File: src/rtl/pio_pkg.sv
package pio_pkg;
    localparam logic ADDR_DATA = 1'b0;
    localparam logic ADDR_CTRL = 1'b1;

    typedef enum logic [1:0] {
        ST_RUN  = 2'd0,
        ST_HALT = 2'd1,
        ST_WAKE = 2'd2
    } wake_state_t;
endpackage

File: src/rtl/pio_regs.sv
module pio_regs #(
    parameter int W = 8
) (
    input  logic         clk,
    input  logic         rst_n,
    input  logic         bus_addr,
    input  logic         bus_we,
    input  logic [W-1:0] bus_wdata,
    input  logic [W-1:0] pad_in,
    output logic [W-1:0] bus_rdata,
    output logic [W-1:0] dir_q,
    output logic [W-1:0] latch_q
);
    import pio_pkg::*;

    logic wr_data, wr_ctrl;

    assign wr_data = bus_we && (bus_addr == ADDR_DATA);
    assign wr_ctrl = bus_we && (bus_addr == ADDR_CTRL);

    always_ff @(posedge clk or negedge rst_n) begin
        if (!rst_n) begin
            dir_q   <= '1;
            latch_q <= '0;
        end else begin
            if (wr_ctrl) dir_q   <= bus_wdata;
            if (wr_data) latch_q <= bus_wdata;
        end
    end

    always_comb begin
        if (bus_addr == ADDR_CTRL) bus_rdata = dir_q;
        else                       bus_rdata = (dir_q & pad_in) | (~dir_q & latch_q);
    end

    AST_LATCH_HOLD: assert property (@(posedge clk) disable iff (!rst_n)
        !wr_data |=> $stable(latch_q));

    AST_DIR_HOLD: assert property (@(posedge clk) disable iff (!rst_n)
        !wr_ctrl |=> $stable(dir_q));
endmodule

File: src/rtl/pio_padmux.sv
module pio_padmux #(
    parameter int W       = 8,
    parameter int PFD_PIN = 3
) (
    input  logic [W-1:0] dir_q,
    input  logic [W-1:0] latch_q,
    input  logic [W-1:0] cfg_pull,
    input  logic         cfg_pfd,
    input  logic         pfd_in,
    output logic [W-1:0] pad_oe,
    output logic [W-1:0] pad_out,
    output logic [W-1:0] pad_pu
);
    for (genvar i = 0; i < W; i++) begin : g_pin
        assign pad_oe[i] = ~dir_q[i];
        assign pad_pu[i] = cfg_pull[i] & dir_q[i];
        if (i == PFD_PIN) begin : g_pfd
            assign pad_out[i] = (cfg_pfd && !dir_q[i]) ? pfd_in : latch_q[i];
        end else begin : g_plain
            assign pad_out[i] = latch_q[i];
        end
    end
endmodule

File: src/rtl/pio_wake.sv
module pio_wake #(
    parameter int W = 8
) (
    input  logic         clk,
    input  logic         rst_n,
    input  logic [W-1:0] pad_in,
    input  logic [W-1:0] cfg_wake,
    input  logic         halted,
    output logic         wake_req
);
    import pio_pkg::*;

    wake_state_t state, state_nx;
    logic [W-1:0] sync1, sync2, prev;
    logic         fall_any;

    always_ff @(posedge clk or negedge rst_n) begin
        if (!rst_n) begin
            sync1 <= '1;
            sync2 <= '1;
            prev  <= '1;
        end else begin
            sync1 <= pad_in;
            sync2 <= sync1;
            prev  <= sync2;
        end
    end

    assign fall_any = |(prev & ~sync2 & cfg_wake);

    always_comb begin
        state_nx = state;
        unique case (state)
            ST_RUN:  if (halted) state_nx = ST_HALT;
            ST_HALT: if (!halted) state_nx = ST_RUN;
                     else if (fall_any) state_nx = ST_WAKE;
            ST_WAKE: if (!halted) state_nx = ST_RUN;
            default: state_nx = ST_RUN;
        endcase
    end

    always_ff @(posedge clk or negedge rst_n) begin
        if (!rst_n) state <= ST_RUN;
        else        state <= state_nx;
    end

    always_comb begin
        wake_req = (state == ST_WAKE);
    end

    AST_WAKE_HELD: assert property (@(posedge clk) disable iff (!rst_n)
        (wake_req && halted) |=> wake_req);

    AST_WAKE_RELEASE: assert property (@(posedge clk) disable iff (!rst_n)
        (wake_req && !halted) |=> !wake_req);

    AST_WAKE_NEEDS_HALT: assert property (@(posedge clk) disable iff (!rst_n)
        $rose(wake_req) |-> $past(halted));
endmodule

File: src/rtl/pio_port.sv
module pio_port #(
    parameter int W       = 8,
    parameter int PFD_PIN = 3,
    parameter int TMR_PIN = 4,
    parameter int INT_PIN = 5
) (
    input  logic         clk,
    input  logic         rst_n,
    input  logic         bus_addr,
    input  logic         bus_we,
    input  logic [W-1:0] bus_wdata,
    output logic [W-1:0] bus_rdata,
    input  logic [W-1:0] pad_in,
    output logic [W-1:0] pad_oe,
    output logic [W-1:0] pad_out,
    output logic [W-1:0] pad_pu,
    input  logic [W-1:0] cfg_pull,
    input  logic [W-1:0] cfg_wake,
    input  logic         cfg_pfd,
    input  logic         pfd_in,
    input  logic         halted,
    output logic         wake_req,
    output logic         ext_int,
    output logic         tmr_clk
);
    logic [W-1:0] dir_q, latch_q;

    pio_regs #(.W(W)) u_regs (
        .clk(clk), .rst_n(rst_n), .bus_addr(bus_addr), .bus_we(bus_we),
        .bus_wdata(bus_wdata), .pad_in(pad_in), .bus_rdata(bus_rdata),
        .dir_q(dir_q), .latch_q(latch_q)
    );

    pio_padmux #(.W(W), .PFD_PIN(PFD_PIN)) u_mux (
        .dir_q(dir_q), .latch_q(latch_q), .cfg_pull(cfg_pull),
        .cfg_pfd(cfg_pfd), .pfd_in(pfd_in),
        .pad_oe(pad_oe), .pad_out(pad_out), .pad_pu(pad_pu)
    );

    pio_wake #(.W(W)) u_wake (
        .clk(clk), .rst_n(rst_n), .pad_in(pad_in), .cfg_wake(cfg_wake),
        .halted(halted), .wake_req(wake_req)
    );

    assign ext_int = pad_in[INT_PIN];
    assign tmr_clk = pad_in[TMR_PIN];

    AST_PULL_INPUT_ONLY: assert property (@(posedge clk) disable iff (!rst_n)
        (pad_pu & pad_oe) == '0);
endmodule

File: config.mk
export PLATFORM = sky130hd
export DESIGN_NAME = pio_port
export DESIGN_NICKNAME = d
export VERILOG_FILES = /design/src/rtl/pio_pkg.sv /design/src/rtl/pio_regs.sv /design/src/rtl/pio_padmux.sv /design/src/rtl/pio_wake.sv /design/src/rtl/pio_port.sv
export SDC_FILE = /design/constraint.sdc
export NUM_CORES = 1
export LEC_CHECK = 0
export BUFFER_PORTS_ARGS = -buffer_cell sky130_fd_sc_hd__clkbuf_2
export CELL_PAD_IN_SITES_DETAIL_PLACEMENT = 1
export CELL_PAD_IN_SITES_GLOBAL_PLACEMENT = 2
export CORE_MARGIN = 2
export CORE_UTILIZATION = 31
export CTS_BUF_LIST = sky130_fd_sc_hd__clkbuf_16
export CTS_CLUSTER_DIAMETER = 40
export DETAILED_ROUTE_END_ITERATION = 10
export MAX_ROUTING_LAYER = met4
export PLACE_DENSITY_LB_ADDON = 0.12
export SLEW_MARGIN = 20
export SYNTH_ARGS = -nofsm -noshare
export SYNTH_HDL_FRONTEND = slang
export SYNTH_SLANG_ARGS = --single-unit
File: constraint.sdc
create_clock -name clk -period 2.4 [get_ports clk]
set_input_delay 0.24 -clock clk [delete_from_list [all_inputs] [get_ports clk]]
set_output_delay 0.24 -clock clk [all_outputs]
set_load 0.1 [all_outputs]
==> results by group <==
STA
  • TNS Setup: 0 ps
  • RSZ-0062 raised after global routing: false
  • Final setup viols: 0
  • Worst hold slack: 48.6 ps
  • Period minus WS final: 1920 ps
  • Final hold vios: 0
  • Relative slew slack: 0.395
  • Worst slew pin tran: 908 ps
  • Worst Skew: 3.97 ps
  • Slew Limit Fails: 0
  • Setup ws final: 476 ps
  • Fin crit share: 0.802
  • FMAX: 520 MHz

Worst setup path
  • Startpoint Class: flop
  • R2r setup slk: 1210 ps
  • Crit. End Element: output port
  • CP Data Required Time: 2160 ps
  • Crit path max fanout: 5
  • Crit Reg-Reg Endpoint: u_wake.state[1]$_DFFE_PN0P_
  • R2R depth: 3
  • Crit path kind: reg -> out
  • Crit path launch: u_regs.dir_q[3]$_DFFE_PN1P_
  • CP arrival: 1680 ps
  • Reg2Reg Launch Point: u_wake.sync2[7]$_DFF_PN1_

Power
  • Psw: 1.05 mW
  • Reg power frac: 0.328
  • Internal Power: 1.56 mW
  • P per Cell Area: 1130 nW/um2
  • Static leakage: 1.11 nW
  • Comb power frac: 0.338
  • Clk network pwr share: 0.333
  • VDD IR max: 538 uV
  • Design Power: 2.61 mW
  • Sw Ratio: 0.403

Logic synthesis
  • Cell taking the most area after synthesis: dfstp_2
  • Unique masters post-synth: 21
  • Most common flop cell mapped by yosys: dfstp_2
  • Mapped Cells: 135
  • Synthesized area: 1750 um2
  • Top cells by area, synth: dfstp_2, dfrtp_1, mux2_4
  • Synth async-reset ratio: 1.00
  • Syn avg cell area: 12.9 um2
  • Seq cells post-synth: 42
  • Post-synthesis sequential area ratio: 0.625
  • Top post-synthesis cells by count: dfstp_2, o21ai_0, nand2_1
  • Synth top area share: 0.482
  • Number of synthesized flops with an enable pin: 0
  • Ys Warns: 0
  • Syn_nets: 174
  • Most common cell in the synthesized netlist: dfstp_2

Route
  • Avg WL per Cell: 14.0 um
  • Vias: 1167
  • DR iter-0 viols: 41
  • Drt via density: 4.23
  • Drt pass-1 iters: 3
  • Residual DRC: 0
  • Antenna Violating Nets Remaining: 0
  • Final wirelength: 3.87 mm

Final layout
  • Storage element area: 1090 um2
  • Final net count: 242
  • Fin cells: 276
  • Share of cells above drive strength 1: 0.652
  • Area occupied by multi-input gates: 522 um2
  • Ant. Diodes: 0
  • Filler Cell Count: 639
  • Synthesis-to-layout area growth: 31.8%

Hold path
  • Worst Hold End: u_wake.sync1[1]$_DFF_PN1_
  • Hold Crit Class: in -> reg
  • Worst hold start: pad_in[1]
  • Hold path cells: 1

GRT
  • Largest net degree at the start of global routing: 43
  • First-pass GRT wire length: 6.52 mm
  • Gr usage total: 0.143
  • Number of global-route vias before repair: 1352
  • Total gr overflow: 0
  • Initial antenna violation count: 0

Placement
  • Number of I/O port buffers: 73
  • Cell count after placement: 268
  • Detail Placement HPWL: 2.89 mm
  • RePlAce Congestion: 0.757
  • Worst slack, placed: 787 ps

Clock tree
  • Post-CTS sizing: 0
  • Clk Tree Root Cell: clkbuf_16
  • Sink Count: 42
  • Total clock buffers created by CTS: 5
  • H-tree depth: 2
  • Clk pin slew, worst setup/hold paths: 60 ps
  • CTS tree: yes
  • Clock Path Buffers: 2
  • Postcts setup bufs: 0
  • Hold-fix buffer count after cts: 0
  • Clk_lat worst skew: 280 ps

Floorplan
  • Placeable Area: 5470 um2
  • Die W: 79.0 um
  • Full die area: 6250 um2
  • Core Rows: 27
  • Die H: 79.0 um
  • # IOs: 74
  • Starting Density: 0.319

Status
  • Status: finished clean

Run
  • Max-cap violations: 0
-- how the worst max path moves through the flow --
stage	to	slack [ps]	depth (start not counted)
after CTS	pad_out[3]	460	4
final	pad_out[3]	480	4
after detailed placement	bus_rdata[5]	790	4
after floorplan	bus_rdata[6]	170	4
after global routing	pad_out[3]	390	4
after global placement	bus_rdata[6]	820	4
-- sequential cells by signal (all words and copies together) (netlist names) --
signal          flops
u_regs.latch_q      8
u_wake.prev         8
u_wake.sync1        8
u_regs.dir_q        8
u_wake.sync2        8
u_wake.state        2
-- metal layers --
| metal | part of all wire | vias to the layer above | GRT usage | wire, um |
|---|---|---|---|---|
| met5 | 0 | - | - | 0 |
| met3 | 0.058 | 5 | 0.0420 | 223 |
| li1 | - | 571 | - | - |
| met1 | 0.42 | 551 | 0.168 | 1620 |
| met4 | 0.012 | 0 | 0.0466 | 45 |
| met2 | 0.51 | 40 | 0.236 | 1980 |
-- metrics by stage --
stage / util / area [um2]
after floorplan: - / 1750
after CTS: 0.420 / 2300
after global routing: 0.420 / 2300
after global placement: 0.385 / 2110
final: 0.420 / 2300
after detailed placement: 0.385 / 2110
-- cells by family after synthesis --
group / share of synthesized area
AND/OR/NAND/NOR: 0.103
flip-flops: 0.625
AO/OA/AOI/OAI: 0.0753
buffers and inverters: 0.0760
multiplexers: 0.120
-- critical path: stages (launching register included) --
cell	delay, ps
dfstp_2	570
inv_1	80
a21boi_0	170
a31o_2	130
clkbuf_2	450
-- area by class of cell --
class,instances,area share
Clock buffer,5,0.0544
Clock inverter,3,0.0299
Inverter,10,0.0163
Multi-Input combinational cell,71,0.227
Sequential cell,42,0.474
Tap cell,72,0.0392
Timing Repair Buffer,73,0.159
-- power by group through the flow --
| stage | sequential [mW] | clock, mW | combinational, mW |
|---|---|---|---|
| after detailed placement | 0.868 | 0 | 0.888 |
| after global routing | 0.870 | 0.928 | 0.918 |
| after global placement | 0.862 | 0 | 0.876 |
| final | 0.856 | 0.869 | 0.882 |
| after CTS | 0.859 | 0.895 | 0.890 |
| after floorplan | 0.850 | 0 | 0.772 |
-- placed cells by master (no fill, tap or decap), drive strengths merged --
cell type	instances
o22ai	4
o21ai	16
nor2	2
nor4	1
clkinv	1
and2	8
buf	1
nand2	12
o211a	1
mux2	16
dfstp	32
bufinv	2
clkbuf	77
nand2b	7
inv	10
nor2b	1
a31o	1
dfrtp	10
a21boi	1
nand3	1
(Power assumes the default switching activity.)
